$ cat src/rtl/bsa_pkg.sv
// Shared types for the bit-serial adder.
// Assumes: nothing beyond IEEE 1800-2017 packages.
package bsa_pkg;

    // Controller state: idle (loading allowed) or running an add.
    typedef enum logic {
        ST_IDLE = 1'b0,
        ST_RUN  = 1'b1
    } bsa_state_e;

    // Control lines driven from the controller into the datapath.
    typedef struct packed {
        logic shift_a;   // shift register A right by one place
        logic shift_b;   // shift register B right by one place
        logic sel_a;     // 1: external bit into A, 0: adder sum into A
        logic sel_b;     // 1: external bit into B, 0: B's own lsb into B
        logic clr_carry; // clear the carry flip-flop
        logic clr_cnt;   // clear the bit counter
    } bsa_ctl_t;

endpackage

$ cat src/rtl/bsa_shift_reg.sv
// Right-shifting register with a two-way input select on its top bit.
// With sel high the external bit enters, otherwise the internal bit does.
// Assumes: WIDTH >= 2; synchronous active-low reset.
module bsa_shift_reg #(
    parameter int WIDTH = 8
) (
    input  logic             clk,
    input  logic             rst_n,
    input  logic             shift_en,
    input  logic             sel,
    input  logic             din_ext,
    input  logic             din_int,
    output logic [WIDTH-1:0] q,
    output logic             lsb
);

    logic msb_in;

    // Select the bit that enters at the top.
    always_comb msb_in = sel ? din_ext : din_int;

    // Hold or shift right by one place.
    always_ff @(posedge clk) begin
        if (!rst_n)
            q <= '0;
        else if (shift_en)
            q <= {msb_in, q[WIDTH-1:1]};
    end

    assign lsb = q[0];

    // Contents stay put on every cycle without a shift.
    p_hold_r10: assert property (@(posedge clk) disable iff (!rst_n)
        !shift_en |=> $stable(q));

    // A shift moves the former upper bits down one place.
    p_shift_r2: assert property (@(posedge clk) disable iff (!rst_n)
        shift_en |=> q[WIDTH-2:0] == $past(q[WIDTH-1:1]));

endmodule

$ cat src/rtl/bsa_bit_alu.sv
// One-bit full adder with its carry flip-flop.
// The carry-in is the stored carry. The carry-out is captured on each enabled clock.
// Assumes: clr takes priority over en.
module bsa_bit_alu (
    input  logic clk,
    input  logic rst_n,
    input  logic clr,
    input  logic en,
    input  logic a_bit,
    input  logic b_bit,
    output logic sum_o,
    output logic carry_q_o
);

    logic cout;

    // Full-adder sum and carry from the two operand bits and the stored carry.
    always_comb begin
        sum_o = a_bit ^ b_bit ^ carry_q_o;
        cout  = (a_bit & b_bit) | (carry_q_o & (a_bit ^ b_bit));
    end

    // Carry storage: cleared before the first bit, updated on each step.
    always_ff @(posedge clk) begin
        if (!rst_n)
            carry_q_o <= 1'b0;
        else if (clr)
            carry_q_o <= 1'b0;
        else if (en)
            carry_q_o <= cout;
    end

    // Carry is zero in the cycle after a clear.
    p_carry_clear_r4: assert property (@(posedge clk) disable iff (!rst_n)
        clr |=> !carry_q_o);

    // With neither clear nor step, the carry is held.
    p_carry_hold_r7: assert property (@(posedge clk) disable iff (!rst_n)
        (!clr && !en) |=> $stable(carry_q_o));

endmodule

$ cat src/rtl/bsa_ctrl.sv
// Sequencer for the serial add. Waits for start, clears the carry and counter,
// then shifts both registers WIDTH times and returns to idle with a done pulse.
// While idle, it steers the input selects to the external bit for loading.
// Assumes: WIDTH >= 2; start while running is ignored.
module bsa_ctrl
    import bsa_pkg::*;
#(
    parameter int WIDTH = 8
) (
    input  logic     clk,
    input  logic     rst_n,
    input  logic     start_i,
    input  logic     load_a_i,
    input  logic     load_b_i,
    output bsa_ctl_t ctl_o,
    output logic     busy_o,
    output logic     done_o
);

    localparam int CNT_W = (WIDTH > 2) ? $clog2(WIDTH) : 1;
    localparam logic [CNT_W-1:0] LAST = CNT_W'(WIDTH - 1);

    bsa_state_e       state;
    logic [CNT_W-1:0] cnt;
    logic             go;
    logic             last_step;

    // Start is taken only when idle; the final step is at the last count.
    always_comb begin
        go        = (state == ST_IDLE) && start_i;
        last_step = (state == ST_RUN) && (cnt == LAST);
    end

    // Decode control lines for the datapath.
    always_comb begin
        ctl_o.sel_a     = (state == ST_IDLE);
        ctl_o.sel_b     = (state == ST_IDLE);
        ctl_o.shift_a   = (state == ST_RUN) || ((state == ST_IDLE) && load_a_i && !start_i);
        ctl_o.shift_b   = (state == ST_RUN) || ((state == ST_IDLE) && load_b_i && !start_i);
        ctl_o.clr_carry = go;
        ctl_o.clr_cnt   = go;
    end

    // State register: idle to run on start, run to idle after the last step.
    always_ff @(posedge clk) begin
        if (!rst_n)
            state <= ST_IDLE;
        else if (go)
            state <= ST_RUN;
        else if (last_step)
            state <= ST_IDLE;
    end

    // Bit counter: cleared at start, advanced on each running step.
    always_ff @(posedge clk) begin
        if (!rst_n)
            cnt <= '0;
        else if (ctl_o.clr_cnt)
            cnt <= '0;
        else if (state == ST_RUN)
            cnt <= cnt + 1'b1;
    end

    // Completion pulse registered from the last step.
    always_ff @(posedge clk) begin
        if (!rst_n)
            done_o <= 1'b0;
        else
            done_o <= last_step;
    end

    assign busy_o = (state == ST_RUN);

    // Done lasts exactly one cycle.
    p_done_pulse_r8: assert property (@(posedge clk) disable iff (!rst_n)
        done_o |=> !done_o);

    // Done appears only with busy low.
    p_done_idle_r8: assert property (@(posedge clk) disable iff (!rst_n)
        done_o |-> !busy_o);

    // A run begins at count zero.
    p_cnt_start_r4: assert property (@(posedge clk) disable iff (!rst_n)
        $rose(busy_o) |-> cnt == '0);

    // Before the last count, the run continues whatever start does.
    p_no_restart_r9: assert property (@(posedge clk) disable iff (!rst_n)
        (busy_o && cnt != LAST) |=> (busy_o && cnt == $past(cnt) + 1'b1));

    // After the last count, the block is idle with done set.
    p_end_r4: assert property (@(posedge clk) disable iff (!rst_n)
        (busy_o && cnt == LAST) |=> (!busy_o && done_o));

endmodule

$ cat src/rtl/bitser_add.sv
// Bit-serial adder top. Two WIDTH-bit shift registers feed one full adder.
// Sum bits refill A from the top, and B rotates back into itself.
// Assumes: operands are loaded serially, least significant bit first, while idle.
module bitser_add #(
    parameter int WIDTH = 8
) (
    input  logic             clk,
    input  logic             rst_n,
    input  logic             start_i,
    input  logic             ser_din_i,
    input  logic             load_a_i,
    input  logic             load_b_i,
    output logic             busy_o,
    output logic             done_o,
    output logic             carry_o,
    output logic [WIDTH-1:0] reg_a_o,
    output logic [WIDTH-1:0] reg_b_o
);

    import bsa_pkg::*;

    bsa_ctl_t ctl;
    logic     a_lsb;
    logic     b_lsb;
    logic     sum_bit;

    bsa_ctrl #(.WIDTH(WIDTH)) u_ctrl (
        .clk      (clk),
        .rst_n    (rst_n),
        .start_i  (start_i),
        .load_a_i (load_a_i),
        .load_b_i (load_b_i),
        .ctl_o    (ctl),
        .busy_o   (busy_o),
        .done_o   (done_o)
    );

    bsa_shift_reg #(.WIDTH(WIDTH)) u_reg_a (
        .clk      (clk),
        .rst_n    (rst_n),
        .shift_en (ctl.shift_a),
        .sel      (ctl.sel_a),
        .din_ext  (ser_din_i),
        .din_int  (sum_bit),
        .q        (reg_a_o),
        .lsb      (a_lsb)
    );

    bsa_shift_reg #(.WIDTH(WIDTH)) u_reg_b (
        .clk      (clk),
        .rst_n    (rst_n),
        .shift_en (ctl.shift_b),
        .sel      (ctl.sel_b),
        .din_ext  (ser_din_i),
        .din_int  (b_lsb),
        .q        (reg_b_o),
        .lsb      (b_lsb)
    );

    bsa_bit_alu u_alu (
        .clk       (clk),
        .rst_n     (rst_n),
        .clr       (ctl.clr_carry),
        .en        (busy_o),
        .a_bit     (a_lsb),
        .b_bit     (b_lsb),
        .sum_o     (sum_bit),
        .carry_q_o (carry_o)
    );

    // While running, B's bit leaving the bottom reappears at the top.
    p_b_rotate_r6: assert property (@(posedge clk) disable iff (!rst_n)
        busy_o |=> reg_b_o[WIDTH-1] == $past(reg_b_o[0]));

    // A start accepted together with a load leaves A untouched that cycle.
    p_start_wins_r11: assert property (@(posedge clk) disable iff (!rst_n)
        (!busy_o && start_i && load_a_i) |=> $stable(reg_a_o));

    // Carry is clear on the first running cycle.
    p_carry_zero_r4: assert property (@(posedge clk) disable iff (!rst_n)
        $rose(busy_o) |-> !carry_o);

endmodule

$ cat config.mk
export PLATFORM = sky130hd
export DESIGN_NAME = bitser_add
export DESIGN_NICKNAME = d
export VERILOG_FILES = /design/src/rtl/bsa_pkg.sv /design/src/rtl/bsa_shift_reg.sv /design/src/rtl/bsa_bit_alu.sv /design/src/rtl/bsa_ctrl.sv /design/src/rtl/bitser_add.sv
export SDC_FILE = /design/constraint.sdc
export NUM_CORES = 1
export LEC_CHECK = 0
export ABC_CLOCK_PERIOD_IN_PS = 1990
export BUFFER_PORTS_ARGS = -buffer_cell sky130_fd_sc_hd__buf_2
export CAP_MARGIN = 20
export CORE_MARGIN = 2
export CORE_UTILIZATION = 45
export CTS_CLUSTER_DIAMETER = 100
export CTS_CLUSTER_SIZE = 20
export DETAILED_ROUTE_END_ITERATION = 10
export PLACE_DENSITY = 0.81
export SETUP_SLACK_MARGIN = 0.2
export SYNTH_ARGS = -nofsm -noshare
export SYNTH_HDL_FRONTEND = slang
export SYNTH_HIERARCHICAL = 1
export SYNTH_SLANG_ARGS = --single-unit
$ cat constraint.sdc
create_clock -name clk -period 1.99 [get_ports clk]
set_clock_uncertainty 0.1 [all_clocks]
set_input_delay 0.0995 -clock clk [delete_from_list [all_inputs] [get_ports clk]]
set_output_delay 0.0995 -clock clk [all_outputs]
set_load 0.005 [all_outputs]
==> results of run 1 <==
-- power by group through the flow --
| stage | clock, uW | combinational [uW] | sequential [uW] |
|---|---|---|---|
| CTS | 201 | 72.1 | 462 |
| global route | 226 | 79.4 | 465 |
| floorplan | 0 | 61.3 | 469 |
| global placement | 0 | 69.5 | 471 |
| detailed placement | 0 | 70.2 | 472 |
| finish | 193 | 71.6 | 462 |
-- cells in the final DEF (no fill, tap or decap), drive strengths merged --
cell type / instances
nor2b: 15
fa: 1
nor3b: 2
o21ai: 3
inv: 2
dlygate4sd3: 1
buf: 24
mux2i: 17
a21o: 2
ha: 2
dfxtp: 22
a41o: 2
nor2: 1
and3: 3
clkbuf: 3
a21oi: 3
o21a: 1
-- sequential cells by signal (all words and copies together) (netlist names) --
signal,flops
u_ctrl/busy_o,1
u_alu/carry_q_o,1
u_reg_b/q,8
u_ctrl/cnt,3
u_ctrl/done_o,1
u_reg_a/q,8
-- stage by stage --
step	std cells	total power (uW)	worst slack, ns
final	131	727	0.501
after global routing	131	770	0.366
after CTS	131	736	0.506
after detailed placement	127	542	0.566
after global placement	127	541	0.589
after floorplan	83	531	0.702
-- layer usage --
layer  vias up  GRT usage (%)  wire length (microns)
met3         0           1.82                     48
met4         0           6.94                      0
met5         -              0                      0
met1       291           16.8                    732
met2        16           21.6                    718
li1        324              -                      -
-- critical path: stages --
cell and delay, ns:
sky130_fd_sc_hd__dlygate4sd3_1 0.53, sky130_fd_sc_hd__buf_2 0.13, sky130_fd_sc_hd__inv_1 0.13, sky130_fd_sc_hd__a21o_1 0.39
sky130_fd_sc_hd__mux2i_1 0.24, sky130_fd_sc_hd__nor2b_1 0.06
-- cell type report --
cell class | instances | area (sq um) | share of cell area, %
clock buffers | 3 | 22.5 | 2.13
inverters | 2 | 7.51 | 0.709
multi-input cells | 52 | 424 | 40.1
flip-flops and latches | 22 | 440 | 41.6
well taps | 27 | 33.8 | 3.19
repair buffers | 25 | 130 | 12.3
-- worst min path at each step --
stage	startpoint	endpoint	slack, ns	depth (start not counted)
4_1_cts	ser_din_i	u_reg_a/q[7]$_SDFFE_PN0P_	0.01	3
5_1_grt	ser_din_i	u_reg_a/q[7]$_SDFFE_PN0P_	0.02	3
6_report	ser_din_i	u_reg_b/q[7]$_SDFFE_PN0P_	0.03	3
2_1_floorplan	rst_n	u_ctrl/cnt[0]$_SDFFE_PP0P_	0.12	1
3_5_place_dp	start_i	u_ctrl/busy_o$_SDFFE_PN0P_	0.31	3
3_3_place_gp	start_i	u_ctrl/busy_o$_SDFFE_PN0P_	0.29	3
==> impl_table.tex, run 1 <==
\begin{tabular}{lr}
\hline
Metric & Value \\
\hline
\multicolumn{2}{l}{\textbf{Run status}} \\
Result of the run & finished clean \\
\multicolumn{2}{l}{\textbf{STA}} \\
Post-route fraction of the period consumed by the critical path & 74.8\% \\
Number of hold violations in the final report & 0 \\
Worst hold margin & approximately 0.026 ns \\
Total negative slack for setup checks & 0 ns \\
Final number of max-transition violations & 0 \\
Setup repair after global routing missed its margin & no \\
Worst relative slew slack & between 70\% and 80\% \\
Post-layout min period & around 1.5 ns \\
Number of setup violations in the final report & 0 \\
Pin slew with the least headroom to its limit & 0.403 ns \\
Timing-limited maximum frequency & about 670 MHz \\
\multicolumn{2}{l}{\textbf{Final layout}} \\
FILL cells & 194 \\
Total Nets Final & 115 \\
Post-layout util & 54.0\% \\
Final cell area excluding filler cells & about 0.0011 sq mm \\
Fraction of final layout cells sized beyond drive strength 1 & 26.9\% \\
Antenna diode count & 0 \\
Synthesis-to-finish area growth & 13.1\% \\
\multicolumn{2}{l}{\textbf{Power and ir drop}} \\
Combinational cell fraction of total power & under 10\% \\
Leakage component of the power & 0.000546 uW \\
Worst supply voltage drop on vdd & 0.307 mV \\
PD cells & 686 mW/mm\^{}2 \\
Psw & around 170 uW \\
Part of the total power dissipated in sequential elements & a little under two thirds \\
Net switching share of the total power & 23.1\% \\
Clock share of power & a little over a quarter \\
Cell-internal power & between 500 and 600 uW \\
\multicolumn{2}{l}{\textbf{Global route}} \\
Global-route wire length before repair & 2.50 mm \\
Total routing usage reported by global routing & between 10\% and 20\% \\
Number of antenna violations at the first check in global routing & 0 \\
Global route overflow & 0 \\
Largest net degree at the start of global routing & 25 \\
Vias in the first global route & 584 \\
\multicolumn{2}{l}{\textbf{Detailed routing}} \\
Total number of vias & 631 \\
Via count normalized by instance count & about 4.8 \\
First DRT Iteration DRCs & 4 \\
Residual DRC & 0 \\
Post-route antenna net violation count & 0 \\
Total Routed Length & 1.50 mm \\
Initial DRT Pass Iterations & 4 \\
Detailed-route wire length per cell & roughly 11 microns \\
\multicolumn{2}{l}{\textbf{Setup path}} \\
Endpoint of the lowest-slack register-to-register path & u\_reg\_a/q[0]\$\_SDFFE\_PN0P\_ \\
Timing endpoint of the critical path & u\_reg\_a/q[0]\$\_SDFFE\_PN0P\_ \\
Launching point of the worst reg2reg path & u\_ctrl/busy\_o\$\_SDFFE\_PN0P\_ \\
Critical path data required time & 2.09 ns \\
Path depth of the worst reg2reg path & 3 \\
CP Launch Point & start\_i \\
CP arrival & 1.59 ns \\
Worst Setup End Kind & flip-flop \\
Crit path max fanout & 9 \\
Type of origin of the critical path & input pin \\
Startpoint-to-endpoint class of the critical path & in2reg \\
Internal reg-to-reg setup slack & 0.55 ns \\
\multicolumn{2}{l}{\textbf{Clock network}} \\
\# resized after CTS & 0 \\
Hold-fix buffer count after cts & 1 \\
Clock tree from TritonCTS & done \\
Number of H-tree levels & 1 \\
Setup bufs post-CTS & 0 \\
Cell at the root of the clock tree & sky130\_fd\_sc\_hd\_\_clkbuf\_4 \\
Deepest clock path buffer count & 2 \\
Clk sink count & 22 \\
Clock transition at the registers of the reported paths & 0.11 ns \\
TritonCTS buffer count & 3 \\
Clock insertion delay at the later pin of the skew report & 0.29 ns \\
\multicolumn{2}{l}{\textbf{Floorplanning}} \\
Horizontal die dimension & about 50 microns \\
Starting density of the core & 47.7\% \\
Die ar. & 0.00246 sq mm \\
Chip height & between 40 and 50 microns \\
Boundary pin count & 25 \\
Number of standard-cell rows in the floorplan & 16 \\
Placeable core region & 0.00196 sq mm \\
\multicolumn{2}{l}{\textbf{Synthesis}} \\
Number of instances in the synthesized netlist & between 80 and 90 \\
Netlist Area Pre-Place & 936 sq um \\
Syn Nets & 92 \\
Average size of a mapped cell & 11.3 sq um \\
Synth Warn \# & 6 \\
\multicolumn{2}{l}{\textbf{Worst hold path}} \\
Tightest Hold Check Type & in2reg \\
\multicolumn{2}{l}{\textbf{Run}} \\
Maximum Capacitance Violations & 0 \\
\multicolumn{2}{l}{\textbf{Placement}} \\
Area post-placement & between 0.001 and 0.0015 sq mm \\
Final HPWL DP & 1.12 mm \\
GPL Wtd Cong & 0.688 \\
Number of port buffers & 24 \\
\hline
\end{tabular}
Power figures use the tool's default switching activity.
==> inputs of run 2 (changes only) <==
ABC_CLOCK_PERIOD_IN_PS = 1400   (was 1990)
clock period = 1.4 ns   (was 1.99 ns; I/O delays follow)
==> impl_table.tex, run 2 (synthesized netlist as in run 1, its figures left out) <==
\begin{tabular}{lr}
\hline
Metric & Value \\
\hline
\multicolumn{2}{l}{\textbf{Power and ir drop}} \\
Cell-internal power & 862 uW (was 559 uW) \\
Leakage component of the power & 0.000578 uW (was 0.000546 uW) \\
PnR Total Power & 1110 uW (was 727 uW) \\
Clock share of power & 30.5\% (was 26.5\%) \\
Psw & 247 uW (was 168 uW) \\
Worst supply voltage drop on vdd & 0.833 mV (was 0.307 mV) \\
Part of the total power dissipated in sequential elements & 58.9\% (was 63.6\%) \\
Combinational cell fraction of total power & 10.7\% (was 9.8\%) \\
PD cells & 969 mW/mm\^{}2 (was 686 mW/mm\^{}2) \\
Net switching share of the total power & 22.3\% (was 23.1\%) \\
\multicolumn{2}{l}{\textbf{Setup path}} \\
Critical path data required time & 1.51 ns (was 2.09 ns) \\
CP cell instances & ha\_2 > ha\_4 > and3\_1 > a41o\_1 (was dlygate4sd3\_1 > buf\_2 > inv\_1 > a21o\_1 > mux2i\_1 > nor2b\_1) \\
Type of origin of the critical path & flip-flop (was input pin) \\
Crit path max fanout & 2 (was 9) \\
Startpoint-to-endpoint class of the critical path & reg2reg (was in2reg) \\
Highest cell delay on the worst timing path & 0.36 ns (was 0.53 ns) \\
Family with the most delay on the worst path & adder cells (was buffers and inverters) \\
Slowest library cell on the worst path & sky130\_fd\_sc\_hd\_\_dfxtp\_2 (was sky130\_fd\_sc\_hd\_\_dlygate4sd3\_1) \\
CP arrival & 1.38 ns (was 1.59 ns) \\
Worst Setup End Kind & flip-flop (unchanged) \\
Worst path buffer plus inverter count & 0 (was 3) \\
\multicolumn{2}{l}{\textbf{Global route}} \\
Number of antenna violations at the first check in global routing & 0 (unchanged) \\
Total routing usage reported by global routing & 14.6\% (was 13.2\%) \\
Vias in the first global route & 624 (was 584) \\
Global route overflow & 0 (unchanged) \\
Global-route wire length before repair & 2.73 mm (was 2.50 mm) \\
Largest net degree at the start of global routing & 25 (unchanged) \\
\multicolumn{2}{l}{\textbf{Final layout}} \\
Commonest cells after routing, fill and taps aside & sky130\_fd\_sc\_hd\_\_buf\_2 (24), sky130\_fd\_sc\_hd\_\_mux2i\_1 (17), sky130\_fd\_sc\_hd\_\_dfxtp\_1 (17), sky130\_fd\_sc\_hd\_\_nor2b\_1 (15) (was sky130\_fd\_sc\_hd\_\_buf\_2 (24), sky130\_fd\_sc\_hd\_\_dfxtp\_1 (22), sky130\_fd\_sc\_hd\_\_mux2i\_1 (17), sky130\_fd\_sc\_hd\_\_nor2b\_1 (15)) \\
Synthesis-to-finish area growth & 22.2\% (was 13.1\%) \\
Total Nets Final & 121 (was 115) \\
Most common library cell in the layout ignoring fill and taps & sky130\_fd\_sc\_hd\_\_buf\_2 (unchanged) \\
Fraction of final layout cells sized beyond drive strength 1 & 39.6\% (was 26.9\%) \\
Registers with the most flip-flops & u\_reg\_a/q: 8 flops, u\_reg\_b/q: 8 flops, u\_ctrl/cnt: 3 flops (unchanged) \\
Antenna diode count & 0 (unchanged) \\
Final cell area excluding filler cells & 0.00114 sq mm (was 0.00106 sq mm) \\
\multicolumn{2}{l}{\textbf{Clock network}} \\
TritonCTS buffer count & 3 (unchanged) \\
Number of H-tree levels & 1 (unchanged) \\
Clock transition at the registers of the reported paths & 0.12 ns (was 0.11 ns) \\
Clock insertion delay at the later pin of the skew report & 0.30 ns (was 0.29 ns) \\
Cell at the root of the clock tree & sky130\_fd\_sc\_hd\_\_clkbuf\_4 (unchanged) \\
Clock tree from TritonCTS & done (unchanged) \\
Clk sink count & 22 (unchanged) \\
Deepest clock path buffer count & 2 (unchanged) \\
\multicolumn{2}{l}{\textbf{Detailed routing}} \\
First DRT Iteration DRCs & 3 (was 4) \\
Total number of vias & 667 (was 631) \\
Via count normalized by instance count & 4.83 (was 4.82) \\
Residual DRC & 0 (unchanged) \\
Post-route antenna net violation count & 0 (unchanged) \\
Initial DRT Pass Iterations & 2 (was 4) \\
Detailed-route wire length per cell & 11.5 microns (was 11.4 microns) \\
Total Routed Length & 1.58 mm (was 1.50 mm) \\
\multicolumn{2}{l}{\textbf{Run status}} \\
Result of the run & finished clean (unchanged) \\
\multicolumn{2}{l}{\textbf{STA}} \\
Pin slew with the least headroom to its limit & 0.305 ns (was 0.403 ns) \\
Final number of max-transition violations & 0 (unchanged) \\
Post-layout min period & 1.27 ns \\
Total negative slack for setup checks & 0 ns (unchanged) \\
Number of hold violations in the final report & 0 (unchanged) \\
Timing-limited maximum frequency & 789 MHz \\
Worst hold margin & 0.0286 ns (was 0.0259 ns) \\
Worst path setup slack after routing & 0.133 ns (was 0.501 ns) \\
Worst relative slew slack & 79.7\% (was 73.1\%) \\
Number of setup violations in the final report & 0 (unchanged) \\
Setup repair after global routing missed its margin & yes (was no) \\
Post-route fraction of the period consumed by the critical path & 90.5\% \\
\multicolumn{2}{l}{\textbf{Floorplanning}} \\
Placeable core region & 0.00196 sq mm (unchanged) \\
Starting density of the core & 47.7\% (unchanged) \\
Number of standard-cell rows in the floorplan & 16 (unchanged) \\
Chip height & 49.6 microns (unchanged) \\
Boundary pin count & 25 (unchanged) \\
Die ar. & 0.00246 sq mm (unchanged) \\
Horizontal die dimension & 49.6 microns (unchanged) \\
\multicolumn{2}{l}{\textbf{Placement}} \\
Number of port buffers & 24 (unchanged) \\
GPL Wtd Cong & 0.716 (was 0.688) \\
Final HPWL DP & 1.11 mm (was 1.12 mm) \\
Area post-placement & 0.00104 sq mm (was 0.00103 sq mm) \\
Post-Place Setup Slack & 0.0831 ns (was 0.566 ns) \\
\multicolumn{2}{l}{\textbf{Worst hold path}} \\
Tightest Hold Check Type & in2reg (unchanged) \\
\multicolumn{2}{l}{\textbf{Run}} \\
Maximum Capacitance Violations & 0 (unchanged) \\
\hline
\end{tabular}
run 2: changes by cell type in the layout (fill, tap and decap cells not counted):
cell,delta
sky130_fd_sc_hd__dfxtp_2,+5
sky130_fd_sc_hd__dlygate4sd3_1,+1
sky130_fd_sc_hd__ha_4,+1
sky130_fd_sc_hd__inv_2,+1
sky130_fd_sc_hd__dfxtp_1,-5
sky130_fd_sc_hd__ha_1,-2
sky130_fd_sc_hd__buf_4,+5
sky130_fd_sc_hd__clkbuf_8,+1
sky130_fd_sc_hd__inv_1,-1
sky130_fd_sc_hd__a21o_2,+2
sky130_fd_sc_hd__ha_2,+1
sky130_fd_sc_hd__a21o_1,-2
run 2: layout make-up:
class,count,area (sq um)
multi-input cells,52,442
inverters,2,7.51
well taps,27,33.8
flip-flops and latches,22,447
repair buffers,31,178
clock buffers,4,36.3
fillers,177,818
run 2: repair_timing:
action / in CTS / in global routing
pin swaps: 4 / 0
hold buffers: 2 / 0
setup buffers: 3 / 1
endpoints found under the hold margin: 4 / 0
gates resized for setup: 6 / 3
setup endpoints to repair: 18 / 4
run 2: path summary, 6_finish.rpt:
kind,startpoint,endpoint,slack (ns),depth (start not counted)
worst max-delay path,u_ctrl/cnt[0]$_SDFFE_PP0P_,u_ctrl/cnt[2]$_SDFFE_PP0P_,0.13,4
worst min-delay path,rst_n,u_ctrl/cnt[0]$_SDFFE_PP0P_,0.03,2
worst max register to register,u_ctrl/cnt[0]$_SDFFE_PP0P_,u_ctrl/cnt[2]$_SDFFE_PP0P_,0.13,4
worst min register to register,u_ctrl/cnt[1]$_SDFFE_PP0P_,u_ctrl/cnt[1]$_SDFFE_PP0P_,0.42,1
run 2: routing by layer:
metal | share of wire [%] | track usage (%) | vias up
met5 | 0 | 0 | -
met2 | 44 | 24.4 | 16
li1 | - | - | 340
met4 | 2.7 | 8.33 | 0
met3 | 3.7 | 2.73 | 4
met1 | 50 | 17.3 | 307
run 2: metrics by stage:
step / util, % / instances
floorplan: - / 83
global placement: 52.8 / 128
detailed placement: 52.8 / 128
CTS: 57.2 / 137
global route: 58.3 / 138
finish: 58.3 / 138
run 2: power by group through the flow:
stage	clock (uW)	sequential (uW)	combinational (uW)
global placement	0	666	107
finish	338	653	118
global route	376	655	132
CTS	351	653	119
floorplan	0	667	87.2
detailed placement	0	667	110
run 2: worst register-to-register path, stage by stage, from the launching register on:
cell and delay, ns:
sky130_fd_sc_hd__dfxtp_2 0.36, sky130_fd_sc_hd__ha_2 0.20, sky130_fd_sc_hd__ha_4 0.20, sky130_fd_sc_hd__and3_1 0.13
sky130_fd_sc_hd__a41o_1 0.19
==> inputs of run 3 (changes only) <==
PLACE_DENSITY = 0.7   (was 0.81)
==> impl_table.tex, run 3 (synthesized netlist as in run 1, its figures left out) <==
\begin{tabular}{lr}
\hline
Metric & Value \\
\hline
\multicolumn{2}{l}{\textbf{STA}} \\
Final number of max-transition violations & 0 (unchanged) \\
Total negative slack for setup checks & 0 ns (unchanged) \\
Worst relative slew slack & 79.1\% (was 79.7\%) \\
Pin slew with the least headroom to its limit & 0.314 ns (was 0.305 ns) \\
Timing-limited maximum frequency & 786 MHz (was 789 MHz) \\
Setup repair after global routing missed its margin & yes (unchanged) \\
Post-layout min period & 1.27 ns (about the same) \\
Number of hold violations in the final report & 0 (unchanged) \\
Post-route fraction of the period consumed by the critical path & 90.8\% (was 90.5\%) \\
Worst hold margin & 0.0405 ns (was 0.0286 ns) \\
Number of setup violations in the final report & 0 (unchanged) \\
\multicolumn{2}{l}{\textbf{Detailed routing}} \\
Residual DRC & 0 (unchanged) \\
Total Routed Length & 1.71 mm (was 1.58 mm) \\
Detailed-route wire length per cell & 12.3 microns (was 11.5 microns) \\
Via count normalized by instance count & 4.76 (was 4.83) \\
Initial DRT Pass Iterations & 4 (was 2) \\
Total number of vias & 662 (was 667) \\
First DRT Iteration DRCs & 3 (unchanged) \\
Post-route antenna net violation count & 0 (unchanged) \\
\multicolumn{2}{l}{\textbf{Final layout}} \\
Total Nets Final & 122 (was 121) \\
FILL cells & 180 (was 177) \\
Registers with the most flip-flops & u\_reg\_a/q: 8 flops, u\_reg\_b/q: 8 flops, u\_ctrl/cnt: 3 flops (unchanged) \\
Final cell area excluding filler cells & 0.00119 sq mm (was 0.00114 sq mm) \\
Post-layout util & 60.9\% (was 58.3\%) \\
Antenna diode count & 0 (unchanged) \\
Synthesis-to-finish area growth & 27.7\% (was 22.2\%) \\
Most common library cell in the layout ignoring fill and taps & sky130\_fd\_sc\_hd\_\_buf\_2 (unchanged) \\
Fraction of final layout cells sized beyond drive strength 1 & 38.4\% (was 39.6\%) \\
Commonest cells after routing, fill and taps aside & sky130\_fd\_sc\_hd\_\_buf\_2 (24), sky130\_fd\_sc\_hd\_\_mux2i\_1 (17), sky130\_fd\_sc\_hd\_\_dfxtp\_1 (16), sky130\_fd\_sc\_hd\_\_nor2b\_1 (15), sky130\_fd\_sc\_hd\_\_dfxtp\_2 (4) (was sky130\_fd\_sc\_hd\_\_buf\_2 (24), sky130\_fd\_sc\_hd\_\_mux2i\_1 (17), sky130\_fd\_sc\_hd\_\_dfxtp\_1 (17), sky130\_fd\_sc\_hd\_\_nor2b\_1 (15)) \\
\multicolumn{2}{l}{\textbf{Clock network}} \\
TritonCTS buffer count & 3 (unchanged) \\
Cell at the root of the clock tree & sky130\_fd\_sc\_hd\_\_clkbuf\_4 (unchanged) \\
Deepest clock path buffer count & 2 (unchanged) \\
Clock insertion delay at the later pin of the skew report & 0.30 ns (about the same) \\
Clk sink count & 22 (unchanged) \\
Clock transition at the registers of the reported paths & 0.12 ns (about the same) \\
Number of H-tree levels & 1 (unchanged) \\
Clock tree from TritonCTS & done (unchanged) \\
\multicolumn{2}{l}{\textbf{Global route}} \\
Global-route wire length before repair & 2.76 mm (was 2.73 mm) \\
Number of antenna violations at the first check in global routing & 0 (unchanged) \\
Total routing usage reported by global routing & 14.5\% (was 14.6\%) \\
Largest net degree at the start of global routing & 25 (unchanged) \\
Vias in the first global route & 636 (was 624) \\
Global route overflow & 0 (unchanged) \\
\multicolumn{2}{l}{\textbf{Run}} \\
Maximum Capacitance Violations & 0 (unchanged) \\
\multicolumn{2}{l}{\textbf{Placement}} \\
Area post-placement & 0.00106 sq mm (was 0.00104 sq mm) \\
Number of port buffers & 24 (unchanged) \\
GPL Wtd Cong & 0.710 (was 0.716) \\
Final HPWL DP & 1.10 mm (was 1.11 mm) \\
\multicolumn{2}{l}{\textbf{Floorplanning}} \\
Starting density of the core & 47.7\% (unchanged) \\
Number of standard-cell rows in the floorplan & 16 (unchanged) \\
Horizontal die dimension & 49.6 microns (unchanged) \\
Chip height & 49.6 microns (unchanged) \\
Placeable core region & 0.00196 sq mm (unchanged) \\
Die ar. & 0.00246 sq mm (unchanged) \\
Boundary pin count & 25 (unchanged) \\
\multicolumn{2}{l}{\textbf{Power and ir drop}} \\
PD cells & 1050 mW/mm\^{}2 (was 969 mW/mm\^{}2) \\
Worst supply voltage drop on vdd & 0.817 mV (was 0.833 mV) \\
PnR Total Power & 1260 uW (was 1110 uW) \\
Leakage component of the power & 0.000599 uW (was 0.000578 uW) \\
\multicolumn{2}{l}{\textbf{Worst hold path}} \\
Source of the worst hold timing path & load\_a\_i (was rst\_n) \\
Tightest Hold Check Type & in2reg (unchanged) \\
\multicolumn{2}{l}{\textbf{Setup path}} \\
CP Launch Point & u\_ctrl/cnt[0]\$\_SDFFE\_PP0P\_ (unchanged) \\
Type of origin of the critical path & flip-flop (unchanged) \\
Highest cell delay on the worst timing path & 0.38 ns (was 0.36 ns) \\
Slowest library cell on the worst path & sky130\_fd\_sc\_hd\_\_dfxtp\_4 (was sky130\_fd\_sc\_hd\_\_dfxtp\_2) \\
CP cell instances & ha\_4 > ha\_4 > and3\_1 > a41o\_1 (was ha\_2 > ha\_4 > and3\_1 > a41o\_1) \\
CP arrival & 1.38 ns (about the same) \\
Critical path data required time & 1.51 ns (about the same) \\
Launching point of the worst reg2reg path & u\_ctrl/cnt[0]\$\_SDFFE\_PP0P\_ (unchanged) \\
Worst path buffer plus inverter count & 0 (unchanged) \\
Worst Setup End Kind & flip-flop (unchanged) \\
Most numerous cell on the critical path & sky130\_fd\_sc\_hd\_\_ha\_4 \\
Family with the most delay on the worst path & flip-flops (was adder cells) \\
Startpoint-to-endpoint class of the critical path & reg2reg (unchanged) \\
Crit path max fanout & 3 (was 2) \\
\multicolumn{2}{l}{\textbf{Run status}} \\
Result of the run & finished clean (unchanged) \\
\hline
\end{tabular}
run 3: cell types whose count changed in the layout (fill, tap and decap cells not counted), sizes merged:
cell	delta
bufinv	+1
run 3: final timing paths:
kind                                endpoint  slack [ns]  cells past startpoint
hold reg to reg   u_ctrl/cnt[1]$_SDFFE_PP0P_        0.44                      1
setup reg to reg  u_ctrl/cnt[2]$_SDFFE_PP0P_        0.13                      4
hold / removal     u_reg_a/q[7]$_SDFFE_PN0P_        0.04                      3
setup / recovery  u_ctrl/cnt[2]$_SDFFE_PP0P_        0.13                      4
run 3: final cells by class:
class	instances	area, sq um	area share [%]
flip-flops and latches	22	453	37.9
clock buffers	3	22.5	1.88
clock inverters	1	30.0	2.51
repair buffers	32	199	16.6
multi-input cells	52	449	37.6
inverters	2	7.51	0.628
well taps	27	33.8	2.83
run 3: report_power, final:
part | internal (uW) | switching (uW)
clock | 289 | 186
sequential | 641 | 14.7
combinational | 69.5 | 56.9
run 3: routing by layer:
metal	up-vias	wire length, microns	global-route usage [%]
met3	0	85	1.82
met5	-	0	0
met1	306	761	17.2
met2	19	866	25.8
met4	0	0	6.94
li1	337	-	-
run 3: timing repair:
item                       4_1_cts  5_1_grt
pin swaps                        3        3
hold buffers                     2        0
setup endpoints to repair       19       12
resized for setup                9        2
hold endpoints to repair         4        0
buffers inserted                 1        3
run 3: through the flow:
step | std cells | worst slack, ns
final | 139 | 0.128
after global routing | 139 | 0.103
after CTS | 136 | 0.134
after detailed placement | 129 | 0.0755
after global placement | 129 | 0.103
after floorplan | 83 | 0.131
run 3: tightest hold or removal path, cell delays in order:
cell                      delay [ns]
sky130_fd_sc_hd__buf_2          0.08
sky130_fd_sc_hd__a21o_1         0.18
sky130_fd_sc_hd__a21oi_1        0.08
